===== config.mk =====
export PLATFORM = sky130hd
export DESIGN_NAME = ocp_fault_handler
export DESIGN_NICKNAME = d
export VERILOG_FILES = /design/src/rtl/ocp_pkg.sv /design/src/rtl/ocp_bridge_fsm.sv /design/src/rtl/ocp_fault_agg.sv /design/src/rtl/ocp_fault_handler.sv
export SDC_FILE = /design/constraint.sdc
export NUM_CORES = 1
export LEC_CHECK = 0
export ABC_CLOCK_PERIOD_IN_PS = 4700
export BUFFER_PORTS_ARGS = -buffer_cell sky130_fd_sc_hd__buf_2
export CORE_UTILIZATION = 30
export DETAILED_ROUTE_END_ITERATION = 10
export GPL_TIMING_DRIVEN = 0
export HOLD_SLACK_MARGIN = 0.06
export SKIP_CTS_REPAIR_TIMING = 1
export SLEW_MARGIN = 20
export SYNTH_ARGS = -nofsm -noshare
export SYNTH_HDL_FRONTEND = slang
export SYNTH_SLANG_ARGS = --single-unit

===== constraint.sdc =====
create_clock -name clk -period 4.7 [get_ports clk]
set_input_delay 0.47 -clock clk [delete_from_list [all_inputs] [get_ports clk]]
set_output_delay 0.47 -clock clk [all_outputs]
set_load 0.02 [all_outputs]

===== src/rtl/ocp_pkg.sv =====
package ocp_pkg;
    typedef enum logic [1:0] {
        ST_IDLE    = 2'd0,
        ST_QUAL    = 2'd1,
        ST_LATCHED = 2'd2,
        ST_RETRY   = 2'd3
    } ocp_state_e;
endpackage


===== src/rtl/ocp_bridge_fsm.sv =====
module ocp_bridge_fsm
    import ocp_pkg::*;
#(
    parameter int CNT_W = 16,
    parameter int FPB   = 4
) (
    input  logic             clk,
    input  logic             rst_n,
    input  logic [FPB-1:0]   flags_i,
    input  logic             retry_mode_i,
    input  logic             clr_i,
    input  logic             sleep_i,
    input  logic [CNT_W-1:0] deglitch_i,
    input  logic [CNT_W-1:0] retry_i,
    output logic             dis_o,
    output logic             trip_o,
    output logic [FPB-1:0]   trip_flags_o
);
    ocp_state_e       state_q, state_d;
    logic [CNT_W-1:0] cnt_q, cnt_d;
    logic             flag_any;
    logic             trip;

    assign flag_any = |flags_i;

    // next-state logic
    always_comb begin
        state_d = state_q;
        cnt_d   = cnt_q;
        trip    = 1'b0;
        if (sleep_i) begin
            state_d = ST_IDLE;
            cnt_d   = '0;
        end else begin
            unique case (state_q)
                ST_IDLE: begin
                    if (flag_any) begin
                        if (deglitch_i == '0) begin
                            trip = 1'b1;
                        end else begin
                            state_d = ST_QUAL;
                            cnt_d   = {{(CNT_W-1){1'b0}}, 1'b1};
                        end
                    end
                end
                ST_QUAL: begin
                    if (!flag_any) begin
                        state_d = ST_IDLE;
                        cnt_d   = '0;
                    end else if (cnt_q >= deglitch_i) begin
                        trip = 1'b1;
                    end else begin
                        cnt_d = cnt_q + 1'b1;
                    end
                end
                ST_LATCHED: begin
                    if (clr_i) begin
                        state_d = ST_IDLE;
                        cnt_d   = '0;
                    end
                end
                ST_RETRY: begin
                    if (clr_i) begin
                        state_d = ST_IDLE;
                        cnt_d   = '0;
                    end else if (cnt_q >= retry_i) begin
                        if (flag_any) begin
                            cnt_d = {{(CNT_W-1){1'b0}}, 1'b1};
                        end else begin
                            state_d = ST_IDLE;
                            cnt_d   = '0;
                        end
                    end else begin
                        cnt_d = cnt_q + 1'b1;
                    end
                end
            endcase
            if (trip) begin
                state_d = retry_mode_i ? ST_RETRY : ST_LATCHED;
                cnt_d   = {{(CNT_W-1){1'b0}}, 1'b1};
            end
        end
    end

    // state register
    always_ff @(posedge clk or negedge rst_n) begin
        if (!rst_n) begin
            state_q <= ST_IDLE;
            cnt_q   <= '0;
        end else begin
            state_q <= state_d;
            cnt_q   <= cnt_d;
        end
    end

    // outputs
    always_comb begin
        dis_o        = (state_q == ST_LATCHED) || (state_q == ST_RETRY);
        trip_o       = trip;
        trip_flags_o = trip ? flags_i : '0;
    end


    trip_needs_flag_chk: assert property (@(posedge clk) disable iff (!rst_n)
        $rose(dis_o) |-> $past(flag_any));


    latched_hold_chk: assert property (@(posedge clk) disable iff (!rst_n)
        (state_q == ST_LATCHED && !clr_i && !sleep_i) |=> (state_q == ST_LATCHED));


    release_clean_chk: assert property (@(posedge clk) disable iff (!rst_n)
        $fell(dis_o) |-> (!$past(flag_any) || $past(clr_i) || $past(sleep_i)));
endmodule


===== src/rtl/ocp_fault_agg.sv =====
module ocp_fault_agg #(
    parameter int NB  = 2,
    parameter int FPB = 4,
    localparam int NF = NB * FPB
) (
    input  logic          clk,
    input  logic          rst_n,
    input  logic [NB-1:0] trip_i,
    input  logic [NF-1:0] trip_flags_i,
    input  logic [NB-1:0] dis_i,
    input  logic          clr_i,
    input  logic          sleep_i,
    output logic          fault_o,
    output logic          fault_n_o,
    output logic          ocp_o,
    output logic [NF-1:0] diag_o
);
    logic          ocp_q;
    logic [NF-1:0] diag_q;
    logic          wipe;

    assign wipe = clr_i | sleep_i;

    always_ff @(posedge clk or negedge rst_n) begin
        if (!rst_n) begin
            ocp_q  <= 1'b0;
            diag_q <= '0;
        end else begin
            ocp_q  <= (ocp_q & ~wipe) | (|trip_i);
            diag_q <= (diag_q & {NF{~wipe}}) | trip_flags_i;
        end
    end

    always_comb begin
        fault_o   = |dis_i;
        fault_n_o = ~fault_o;
        ocp_o     = ocp_q;
        diag_o    = diag_q;
    end


    fault_implies_ocp_chk: assert property (@(posedge clk) disable iff (!rst_n)
        fault_o |-> ocp_o);


    ocp_rise_chk: assert property (@(posedge clk) disable iff (!rst_n)
        $rose(ocp_q) |-> $past(|trip_i));


    diag_sticky_chk: assert property (@(posedge clk) disable iff (!rst_n)
        !$past(wipe) |-> ((diag_q & $past(diag_q)) == $past(diag_q)));
endmodule


===== src/rtl/ocp_fault_handler.sv =====
module ocp_fault_handler #(
    parameter int NUM_BRIDGES     = 2,
    parameter int FETS_PER_BRIDGE = 4,
    parameter int CNT_W           = 16,
    localparam int NUM_FETS       = NUM_BRIDGES * FETS_PER_BRIDGE
) (
    input  logic                   clk,
    input  logic                   rst_n,
    input  logic [NUM_FETS-1:0]    ilim_i,
    input  logic                   retry_mode_i,
    input  logic                   clr_flt_i,
    input  logic                   sleep_rst_i,
    input  logic [CNT_W-1:0]       deglitch_cyc_i,
    input  logic [CNT_W-1:0]       retry_cyc_i,
    output logic [NUM_BRIDGES-1:0] bridge_dis_o,
    output logic                   fault_pin_n_o,
    output logic                   fault_o,
    output logic                   ocp_o,
    output logic [NUM_FETS-1:0]    fet_diag_o
);
    logic [NUM_BRIDGES-1:0] trip;
    logic [NUM_FETS-1:0]    trip_flags;

    for (genvar b = 0; b < NUM_BRIDGES; b++) begin : g_bridge
        ocp_bridge_fsm #(
            .CNT_W (CNT_W),
            .FPB   (FETS_PER_BRIDGE)
        ) u_fsm (
            .clk          (clk),
            .rst_n        (rst_n),
            .flags_i      (ilim_i[b*FETS_PER_BRIDGE +: FETS_PER_BRIDGE]),
            .retry_mode_i (retry_mode_i),
            .clr_i        (clr_flt_i),
            .sleep_i      (sleep_rst_i),
            .deglitch_i   (deglitch_cyc_i),
            .retry_i      (retry_cyc_i),
            .dis_o        (bridge_dis_o[b]),
            .trip_o       (trip[b]),
            .trip_flags_o (trip_flags[b*FETS_PER_BRIDGE +: FETS_PER_BRIDGE])
        );
    end

    ocp_fault_agg #(
        .NB  (NUM_BRIDGES),
        .FPB (FETS_PER_BRIDGE)
    ) u_agg (
        .clk          (clk),
        .rst_n        (rst_n),
        .trip_i       (trip),
        .trip_flags_i (trip_flags),
        .dis_i        (bridge_dis_o),
        .clr_i        (clr_flt_i),
        .sleep_i      (sleep_rst_i),
        .fault_o      (fault_o),
        .fault_n_o    (fault_pin_n_o),
        .ocp_o        (ocp_o),
        .diag_o       (fet_diag_o)
    );
endmodule


==> results of run 1 <==
logic make-up after synthesis:
kind of cell             after synthesis  synth area share
flip-flops                            45             0.280
AND/OR/NAND/NOR                      151             0.196
XOR/XNOR                               5            0.0109
AO/OA/AOI/OAI                        136             0.240
adder cells (fa/ha/maj)               66             0.205
buffers and inverters                 57            0.0631
multiplexers                           2           0.00497
cells in the final DEF, fill, tap and decap left out, types with 3 or more instances in the layout:
master,count
a41oi_1,5
nand2b_1,6
o211ai_1,4
nand4b_1,3
a211oi_1,3
buf_4,5
nor2b_1,5
nor2_1,24
o21ai_0,19
nand2_1,44
and2_1,4
clkbuf_1,9
nand4_1,5
buf_2,56
nand3_1,16
a31oi_1,25
clkbuf_16,5
a21o_1,4
ha_1,66
nand3b_1,5
buf_6,3
or2b_1,3
xor2_1,3
nor4_1,5
nor3_1,7
inv_1,40
a21oi_1,36
and3_1,14
dfrtp_1,45
a22o_1,11
stage by stage:
stage | utilization | power [mW] | setup slack (ps)
finish | 0.365 | 1.16 | 1830
global route | 0.365 | 1.22 | 1620
CTS | 0.365 | 1.17 | 1830
detailed placement | 0.351 | 0.752 | 1720
global placement | 0.351 | 0.740 | 1740
floorplan | - | 0.643 | 2270
area by class of cell:
class,instances,share of cell area
multi-input cells,360,0.563
repair buffers,56,0.0602
inverters,40,0.0320
plain buffers,17,0.0221
flip-flops and latches,45,0.240
clock inverters,1,0.00639
well taps,172,0.0458
clock buffers,7,0.0304
worst min path at each step:
stage,slack [ps],to
after floorplan,170,g_bridge[0].u_fsm.cnt_q[0]$_DFFE_PN0P_
after global placement,470,u_agg.ocp_o$_DFF_PN0_
after detailed placement,480,u_agg.ocp_o$_DFF_PN0_
after CTS,420,g_bridge[0].u_fsm.cnt_q[2]$_DFFE_PN0P_
after global routing,230,g_bridge[0].u_fsm.cnt_q[2]$_DFFE_PN0P_
final,180,g_bridge[0].u_fsm.cnt_q[2]$_DFFE_PN0P_
per-layer routing:
layer,vias up,share of wire,GRT usage
li1,1848,-,-
met1,1778,0.43,0.202
met2,88,0.52,0.303
met3,18,0.028,0.0213
met4,0,0.025,0.0561
met5,-,0,0
flip-flops by register name, indices dropped and copies added (netlist names):
signal,flops
u_agg.ocp_o,1
u_agg.diag_o,8
g_bridge.u_fsm.cnt_q,32
g_bridge.u_fsm.state_q,4
power by group through the flow:
| stage | sequential [mW] | combinational (mW) | clock [mW] |
|---|---|---|---|
| global route | 0.435 | 0.349 | 0.435 |
| global placement | 0.438 | 0.302 | 0 |
| floorplan | 0.440 | 0.204 | 0 |
| CTS | 0.432 | 0.314 | 0.423 |
| finish | 0.432 | 0.314 | 0.414 |
| detailed placement | 0.439 | 0.314 | 0 |
==> results.py, run 1 <==
metrics = {
    "outcome": {
        "status": "finished clean",
    },
    "floorplan": {
        "dieHeight_um": 118,
        "die_x_um": 118,
        "rows": 41,
        "core-area_mm2": 0.0129,
        "initial_core_util": 0.313,
        "pin_count": 58,
        "die_area_mm2": 0.0139,
    },
    "yosys": {
        "syn_inst": 462,
        "synth-warning-count": 0,
        "synth.avg_cell_area_um2": 8.72,
        "yosys-top-cells-count": "66 x ha_1, 45 x dfrtp_1, 44 x nand2_1",
        "ys_top_cells_by_area": "dfrtp_1 28%, ha_1 21%, a21oi_1 4.5%",
        "synth-seq-cells": 45,
        "ys_types": 60,
        "ys.flop_type": "dfrtp_1",
        "synth_edf_count": 0,
        "ys_seq_area_frac": 0.280,
        "synth_top_area_share": 0.280,
        "synth_area_leader_cell": "dfrtp_1",
        "yosysMostFrequentCell": "ha_1",
        "synth_nets": 573,
        "async_reset_ff_frac": 1.00,
        "synth_area_mm2": 0.00403,
    },
    "finish": {
        "nNetsFinal": 636,
        "drive_gt1_frac": 0.162,
        "multi_input_area_mm2": 0.00265,
        "antennaDiodeCount": 0,
        "syn2layout_area_growth_pct": 16.7,
        "fin_cells": 698,
        "fin_area_mm2": 0.00470,
        "nFillCells": 1274,
        "regArea_mm2": 0.00113,
    },
    "clocking": {
        "cts_buffers": 5,
        "cts.htree.levels": 2,
        "clock_sinks": 45,
        "cts_root_buffer": "clkbuf_16",
        "insertion_delay_ps": 280,
        "clock_path_buffers": 2,
        "cts_tree": "yes",
        "cts.clk_slew.worst_paths_ps": 60,
    },
    "critical_path": {
        "criticalPathCategory": "reg -> reg",
        "worstSetupStartpointType": "flop",
        "startpoint": "g_bridge[0].u_fsm.cnt_q[13]$_DFFE_PN0P_",
        "critPathBufInv": 1,
        "endpoint": "g_bridge[0].u_fsm.cnt_q[7]$_DFFE_PN0P_",
        "cp_data_required_time_ps": 4900,
        "crit_family": "compound AO/OA/AOI/OAI gates",
        "critPathSlowestCell": "a221oi_4",
        "max_stage_delay_ps": 500,
        "rr_worst_depth": 9,
        "path_cells": "ha_1, a41o_1, a221oi_1, and3_1, nand3_1, a221oi_4, buf_4, nand2_1, a31oi_1",
        "regToRegSetupSlack_ps": 1830,
        "arrival_ps": 3070,
        "crit_cells": 9,
        "r2r-start": "g_bridge[0].u_fsm.cnt_q[13]$_DFFE_PN0P_",
        "cp-end-kind": "flop",
        "reg2reg_to": "g_bridge[0].u_fsm.cnt_q[7]$_DFFE_PN0P_",
        "cp_max_fo": 10,
    },
    "placement": {
        "place.port_buffers": 56,
        "hpwl_um": 9160,
        "placed_cell_area_mm2": 0.00452,
        "place_inst": 690,
        "globalplace.congestion": 0.826,
    },
    "drt": {
        "ant_nets": 0,
        "drtIter0Drc": 220,
        "viasPerCell": 5.35,
        "post_drt_wl_per_cell_um": 16.2,
        "drt_pass1_iterations": 5,
        "routed_wl_um": 11300,
        "drcViolationCount": 0,
        "vias": 3732,
    },
    "pwr": {
        "power_frac_clock": 0.357,
        "p_comb_frac": 0.271,
        "ir_drop_v": 0.000145,
        "p_leak_nw": 2.34,
        "sequentialPowerShare": 0.372,
        "cellPowerDensity_mw_per_mm2": 247,
        "switching_share": 0.313,
        "p_switching_mw": 0.363,
        "internal_power_mw": 0.796,
    },
    "sta": {
        "worst_slew_pin_slew_ps": 618,
        "maxSlewViolCount": 0,
        "skew_ps": 4.70,
        "rsz0062_at_grt": "false",
        "whs_ps": 179,
        "setup_viol": 0,
        "finalCriticalPeriod_ps": 2870,
        "max_freq_mhz": 349,
        "fin_crit_sh": 0.610,
        "relSlewSlack": 0.586,
        "hold_viol": 0,
        "finalSetupTns_ps": 0,
    },
    "global_route": {
        "grt_pass1_wl_um": 18900,
        "grt_overflow": 0,
        "grt_pass1_vias": 3843,
        "grt_max_degree": 46,
        "antenna_found_initial": 0,
        "grt_usage": 0.167,
    },
    "worst_hold_path": {
        "hold_class": "in -> async",
    },
    "run": {
        "cap_violations": 0,
    },
}
Power figures use the tool's default switching activity.
==> inputs of run 2 (changes only) <==
--- a/config.mk
+++ b/config.mk
@@ -5,7 +5,8 @@
 export SDC_FILE = /design/constraint.sdc
 export NUM_CORES = 1
 export LEC_CHECK = 0
-export ABC_CLOCK_PERIOD_IN_PS = 4700
+export ABC_AREA = 1
+export ABC_CLOCK_PERIOD_IN_PS = 2900
 export BUFFER_PORTS_ARGS = -buffer_cell sky130_fd_sc_hd__buf_2
 export CORE_UTILIZATION = 30
 export DETAILED_ROUTE_END_ITERATION = 10
==> constraint.sdc (replaced) <==
create_clock -name clk -period 2.9 [get_ports clk]
set_input_delay 0.29 -clock clk [delete_from_list [all_inputs] [get_ports clk]]
set_output_delay 0.29 -clock clk [all_outputs]
set_load 0.02 [all_outputs]
==> results.py, run 2 <==
metrics = {
    "global_route": {
        "grt_max_degree": 46,
        "antenna_found_initial": 0,
        "grt_pass1_vias": 4033,
        "grt_overflow": 0,
        "grt_usage": 0.158,
        "grt_pass1_wl_um": 19900,
    },
    "clocking": {
        "cts.clk_slew.worst_paths_ps": 70,
        "cts_root_buffer": "clkbuf_16",
        "cts.htree.levels": 2,
        "cts_tree": "yes",
        "clock_sinks": 45,
        "insertion_delay_ps": 290,
        "clock_path_buffers": 2,
        "cts_buffers": 5,
    },
    "sta": {
        "hold_viol": 0,
        "finalSetupTns_ps": 0,
        "rsz0062_at_grt": "false",
        "maxSlewViolCount": 0,
        "fin_crit_sh": 0.775,
        "setup_viol": 0,
        "max_freq_mhz": 445,
        "finalCriticalPeriod_ps": 2250,
        "fin_ws_ps": 653,
        "worst_slew_pin_slew_ps": 613,
        "relSlewSlack": 0.591,
        "skew_ps": 5.46,
    },
    "yosys": {
        "async_reset_ff_frac": 1.00,
        "yosys-top-cells-count": "147 x nand2_1, 88 x inv_1, 66 x ha_1",
        "yosysMostFrequentCell": "nand2_1",
        "syn_inst": 633,
        "synth_top_area_share": 0.249,
        "synth.avg_cell_area_um2": 7.15,
        "synth-warning-count": 0,
        "ys.flop_type": "dfrtp_1",
        "ys_types": 39,
        "synth-seq-cells": 45,
        "synth_edf_count": 0,
        "ys_top_cells_by_area": "dfrtp_1 25%, ha_1 18%, nand2_1 12%",
        "synth_area_mm2": 0.00453,
        "ys_seq_area_frac": 0.249,
        "synth_nets": 744,
        "synth_area_leader_cell": "dfrtp_1",
    },
    "worst_hold_path": {
        "hold_class": "in -> async",
    },
    "critical_path": {
        "max_stage_delay_ps": 490,
        "criticalPathCategory": "reg -> reg",
        "crit_family": "simple AND/OR/NAND/NOR gates",
        "arrival_ps": 2400,
        "cp_data_required_time_ps": 3060,
        "path_cells": "ha_1, nand4_1, nor3_1, nand3_1, nand4_1, nand2_2, inv_2, o22ai_1",
        "worstSetupStartpointType": "flop",
        "critPathBufInv": 1,
        "cp-end-kind": "flop",
        "cpMostUsedCell": "nand4_1",
        "critPathSlowestCell": "dfrtp_1",
        "cp_max_fo": 10,
    },
    "floorplan": {
        "die_area_mm2": 0.0156,
        "initial_core_util": 0.309,
        "pin_count": 58,
        "dieHeight_um": 125,
        "core-area_mm2": 0.0146,
        "die_x_um": 125,
        "rows": 44,
    },
    "placement": {
        "globalplace.congestion": 0.858,
        "post-place-ws_ps": 630,
        "place.port_buffers": 57,
        "hpwl_um": 9800,
    },
    "drt": {
        "vias": 4209,
        "drtIter0Drc": 174,
        "wl_met2_um": 5810,
        "drt_pass1_iterations": 4,
        "m1WireLength_um": 5450,
        "ant_nets": 0,
        "met3WireLength_um": 341,
        "routed_wl_um": 12000,
        "viasPerCell": 4.77,
        "top_layer": "met4",
        "drcViolationCount": 0,
        "post_drt_wl_per_cell_um": 13.6,
    },
    "finish": {
        "nFillCells": 1585,
        "syn2layout_area_growth_pct": 15.6,
        "regMostFlops": "g_bridge.u_fsm.cnt_q",
        "mostFrequentLayoutCell": "nand2_1",
        "nNetsFinal": 808,
        "largest_register_ffs": 32,
        "layout_common_cells": "147 x nand2_1, 88 x inv_1, 66 x ha_1",
        "drive_gt1_frac": 0.172,
        "antennaDiodeCount": 0,
    },
    "pwr": {
        "power_mw": 2.52,
        "cellPowerDensity_mw_per_mm2": 482,
        "p_leak_nw": 2.93,
        "ir_drop_v": 0.000229,
    },
    "run": {
        "cap_violations": 0,
    },
    "outcome": {
        "status": "finished clean",
    },
}
==> run 2: layer usage <==
metal  global-route usage  vias to the layer above
met1                0.196                     1906
met3               0.0232                       20
met4               0.0524                        0
met5                    0                        -
met2                0.281                       76
li1                     -                     2207
==> run 2: path summary, 6_finish.rpt <==
kind,from,endpoint,slack (ps),cells past startpoint
max,g_bridge[0].u_fsm.cnt_q[11]$_DFFE_PN0P_,g_bridge[0].u_fsm.cnt_q[3]$_DFFE_PN0P_,650,8
min,rst_n,g_bridge[1].u_fsm.cnt_q[1]$_DFFE_PN0P_,3,1
max reg2reg,g_bridge[0].u_fsm.cnt_q[11]$_DFFE_PN0P_,g_bridge[0].u_fsm.cnt_q[3]$_DFFE_PN0P_,650,8
min reg2reg,u_agg.diag_o[1]$_DFF_PN0_,u_agg.diag_o[1]$_DFF_PN0_,480,2
max in group asynchronous,rst_n,g_bridge[0].u_fsm.cnt_q[13]$_DFFE_PN0P_,2470,1
min in group clk,ilim_i[1],u_agg.diag_o[1]$_DFF_PN0_,250,3
==> run 2: kinds of logic after synthesis <==
| kind of cell | share of synthesized area |
|---|---|
| AO/OA/AOI/OAI | 0.106 |
| XOR/XNOR | 0.0445 |
| AND/OR/NAND/NOR | 0.320 |
| adder cells (fa/ha/maj) | 0.182 |
| flip-flops | 0.249 |
| buffers and inverters | 0.0992 |
==> run 2: layout make-up <==
cell class | count | area [um^2] | area share
repair buffers | 57 | 288 | 0.0550
multi-input cells | 475 | 2950 | 0.564
well taps | 184 | 230 | 0.0440
clock buffers | 5 | 125 | 0.0239
flip-flops and latches | 45 | 1130 | 0.215
inverters | 101 | 387 | 0.0738
plain buffers | 12 | 62.6 | 0.0119
clock inverters | 3 | 65.1 | 0.0124
==> run 2: per-stage QoR <==
| step | cell area (um^2) | cells | util | hold WS, ps |
|---|---|---|---|---|
| 2_1_floorplan | 4530 | 633 | - | -5.59 |
| 3_3_place_gp | 5040 | 874 | 0.344 | 469 |
| 5_1_grt | 5240 | 882 | 0.358 | 73.3 |
| 3_5_place_dp | 5040 | 874 | 0.344 | 478 |
| 4_1_cts | 5230 | 882 | 0.357 | 252 |
| 6_report | 5240 | 882 | 0.358 | 3.36 |
==> run 2: worst register-to-register path, delay by kind of cell (launching register included) <==
kind	cells	cell delay, ps
AND/OR/NAND/NOR	5	990
flip-flops	1	490
adder cells (fa/ha/maj)	1	360
buffers and inverters	1	170
AO/OA/AOI/OAI	1	100
==> run 2: where the power goes <==
group          switching, mW  total [mW]  internal (mW)
registers             0.0731       0.767          0.694
logic                  0.683        1.00          0.321
clock network          0.258       0.751          0.493
==> inputs of run 3 (changes only) <==
--- a/config.mk
+++ b/config.mk
@@ -6,7 +6,7 @@
 export NUM_CORES = 1
 export LEC_CHECK = 0
 export ABC_AREA = 1
-export ABC_CLOCK_PERIOD_IN_PS = 2900
+export ABC_CLOCK_PERIOD_IN_PS = 1900
 export BUFFER_PORTS_ARGS = -buffer_cell sky130_fd_sc_hd__buf_2
 export CORE_UTILIZATION = 30
 export DETAILED_ROUTE_END_ITERATION = 10
==> constraint.sdc (replaced) <==
create_clock -name clk -period 1.9 [get_ports clk]
set_input_delay 0.19 -clock clk [delete_from_list [all_inputs] [get_ports clk]]
set_output_delay 0.19 -clock clk [all_outputs]
set_load 0.02 [all_outputs]
==> results.py, run 3 (synthesis gave the netlist of run 2 again) <==
metrics = {
    "outcome": {
        "status": "finished, violations left",
        "violations": "negative setup slack",
    },
    "sta": {
        "finalSetupTns_ps": -3710,
        "maxSlewViolCount": 0,
        "hold_viol": 0,
        "setup_viol": 36,
        "fin_crit_sh": 1.09,
        "fin_ws_ps": -175,
        "rsz0062_at_grt": "true",
        "relSlewSlack": 0.586,
        "max_freq_mhz": 482,
        "skew_ps": 3.94,
        "finalCriticalPeriod_ps": 2070,
        "worst_slew_pin_slew_ps": 622,
    },
    "critical_path": {
        "critPathBufInv": 2,
        "criticalPathCategory": "reg -> reg",
        "cp_data_required_time_ps": 2110,
        "path_cells": "buf_6, ha_4, a21oi_2, nor2_1, nor3_1, nand2_1, nand2_2, nand4_1, nand2_4, inv_6, o22ai_1",
        "cp_max_fo": 6,
        "rr_worst_depth": 11,
        "worstSetupStartpointType": "flop",
        "arrival_ps": 2280,
        "crit_family": "simple AND/OR/NAND/NOR gates",
        "cp-end-kind": "flop",
        "max_stage_delay_ps": 450,
        "crit_cells": 11,
        "critPathSlowestCell": "dfrtp_2",
    },
    "pwr": {
        "cellPowerDensity_mw_per_mm2": 698,
        "p_leak_nw": 3.16,
        "ir_drop_v": 0.000353,
        "power_mw": 4.20,
    },
    "drt": {
        "ant_nets": 0,
        "drcViolationCount": 0,
        "drt_pass1_iterations": 5,
        "routed_wl_um": 13100,
        "vias": 4518,
        "viasPerCell": 4.92,
        "drtIter0Drc": 235,
        "post_drt_wl_per_cell_um": 14.3,
    },
    "global_route": {
        "antenna_found_initial": 0,
        "grt_overflow": 0,
        "grt_max_degree": 46,
        "grt_pass1_vias": 4033,
        "grt_usage": 0.158,
        "grt_pass1_wl_um": 19900,
    },
    "clocking": {
        "insertion_delay_ps": 290,
        "clock_path_buffers": 2,
        "cts_buffers": 5,
        "clock_sinks": 45,
        "cts_root_buffer": "clkbuf_16",
        "cts.clk_slew.worst_paths_ps": 70,
        "cts.htree.levels": 2,
        "cts_tree": "yes",
    },
    "floorplan": {
        "die_area_mm2": 0.0156,
        "pin_count": 58,
        "die_x_um": 125,
        "dieHeight_um": 125,
        "rows": 44,
        "initial_core_util": 0.309,
        "core-area_mm2": 0.0146,
    },
    "worst_hold_path": {
        "hold-path-cell-count": 3,
        "hold_class": "in -> reg",
    },
    "finish": {
        "largest_register_ffs": 32,
        "syn2layout_area_growth_pct": 33.1,
        "regMostFlops": "g_bridge.u_fsm.cnt_q",
        "multi_input_area_mm2": 0.00340,
        "mostFrequentLayoutCell": "nand2_1",
        "nNetsFinal": 845,
        "antennaDiodeCount": 0,
        "nFillCells": 1518,
        "regArea_mm2": 0.00116,
        "drive_gt1_frac": 0.331,
        "layout_common_cells": "134 x nand2_1, 87 x inv_1, 60 x buf_2",
    },
    "placement": {
        "place.port_buffers": 57,
        "post-place-ws_ps": -370,
        "hpwl_um": 9800,
        "globalplace.congestion": 0.858,
    },
    "run": {
        "cap_violations": 0,
    },
}
==> run 3: cell count changes in the layout (fill, tap and decap cells not counted), moves of 9 or more <==
| cell | previous run | this run |
|---|---|---|
| ha_1 | 66 | 51 |
| buf_4 | 4 | 33 |
| dfrtp_1 | 45 | 19 |
| ha_4 | 0 | 15 |
| a21oi_1 | 33 | 24 |
| dfrtp_2 | 0 | 26 |
| nand2_1 | 147 | 134 |
==> run 3: tightest hold or removal path, cell delays in order <==
cell and delay [ps]:
buf_2 70, inv_1 50, o21ai_2 100
==> run 3: final timing paths <==
kind,end,slack (ps),startpoint
setup / recovery,g_bridge[0].u_fsm.cnt_q[3]$_DFFE_PN0P_,-170,g_bridge[0].u_fsm.cnt_q[5]$_DFFE_PN0P_
hold / removal,u_agg.diag_o[2]$_DFF_PN0_,150,ilim_i[2]
setup reg to reg,g_bridge[0].u_fsm.cnt_q[3]$_DFFE_PN0P_,-170,g_bridge[0].u_fsm.cnt_q[5]$_DFFE_PN0P_
hold reg to reg,u_agg.diag_o[1]$_DFF_PN0_,480,u_agg.diag_o[1]$_DFF_PN0_
max in group asynchronous,g_bridge[0].u_fsm.cnt_q[13]$_DFFE_PN0P_,970,rst_n
min in group asynchronous,g_bridge[1].u_fsm.cnt_q[1]$_DFFE_PN0P_,460,rst_n
==> run 3: cell type report <==
type | instances | share of cell area
buffer | 12 | 0.0108
inverter | 101 | 0.0675
clock inverter | 3 | 0.0108
timing repair inverter | 1 | 0.00145
timing repair buffer | 91 | 0.0936
multi-input combinational | 477 | 0.565
tap | 184 | 0.0382
sequential | 45 | 0.192
clock buffer | 5 | 0.0208
==> run 3: metal layers <==
metal | share of wire | up-vias | track usage
met5 | 0 | - | 0
met1 | 0.42 | 2097 | 0.196
met3 | 0.038 | 29 | 0.0232
li1 | - | 2288 | -
met4 | 0.031 | 0 | 0.0524
met2 | 0.51 | 104 | 0.281
==> run 3: where the power goes <==
part           total [mW]  internal, mW  switching [mW]
clock                1.15         0.752           0.398
combinational        1.87         0.659            1.21
sequential           1.18          1.06           0.119
total                4.20          2.48            1.73
==> run 3: through the flow <==
stage | util | hold slack (ps) | instance area (um^2) | cells
after detailed placement | 0.344 | 460 | 5040 | 874
after CTS | 0.357 | 152 | 5230 | 882
after global routing | 0.411 | 166 | 6030 | 919
after floorplan | - | -106 | 4530 | 633
after global placement | 0.344 | 453 | 5040 | 874
final | 0.411 | 152 | 6030 | 919
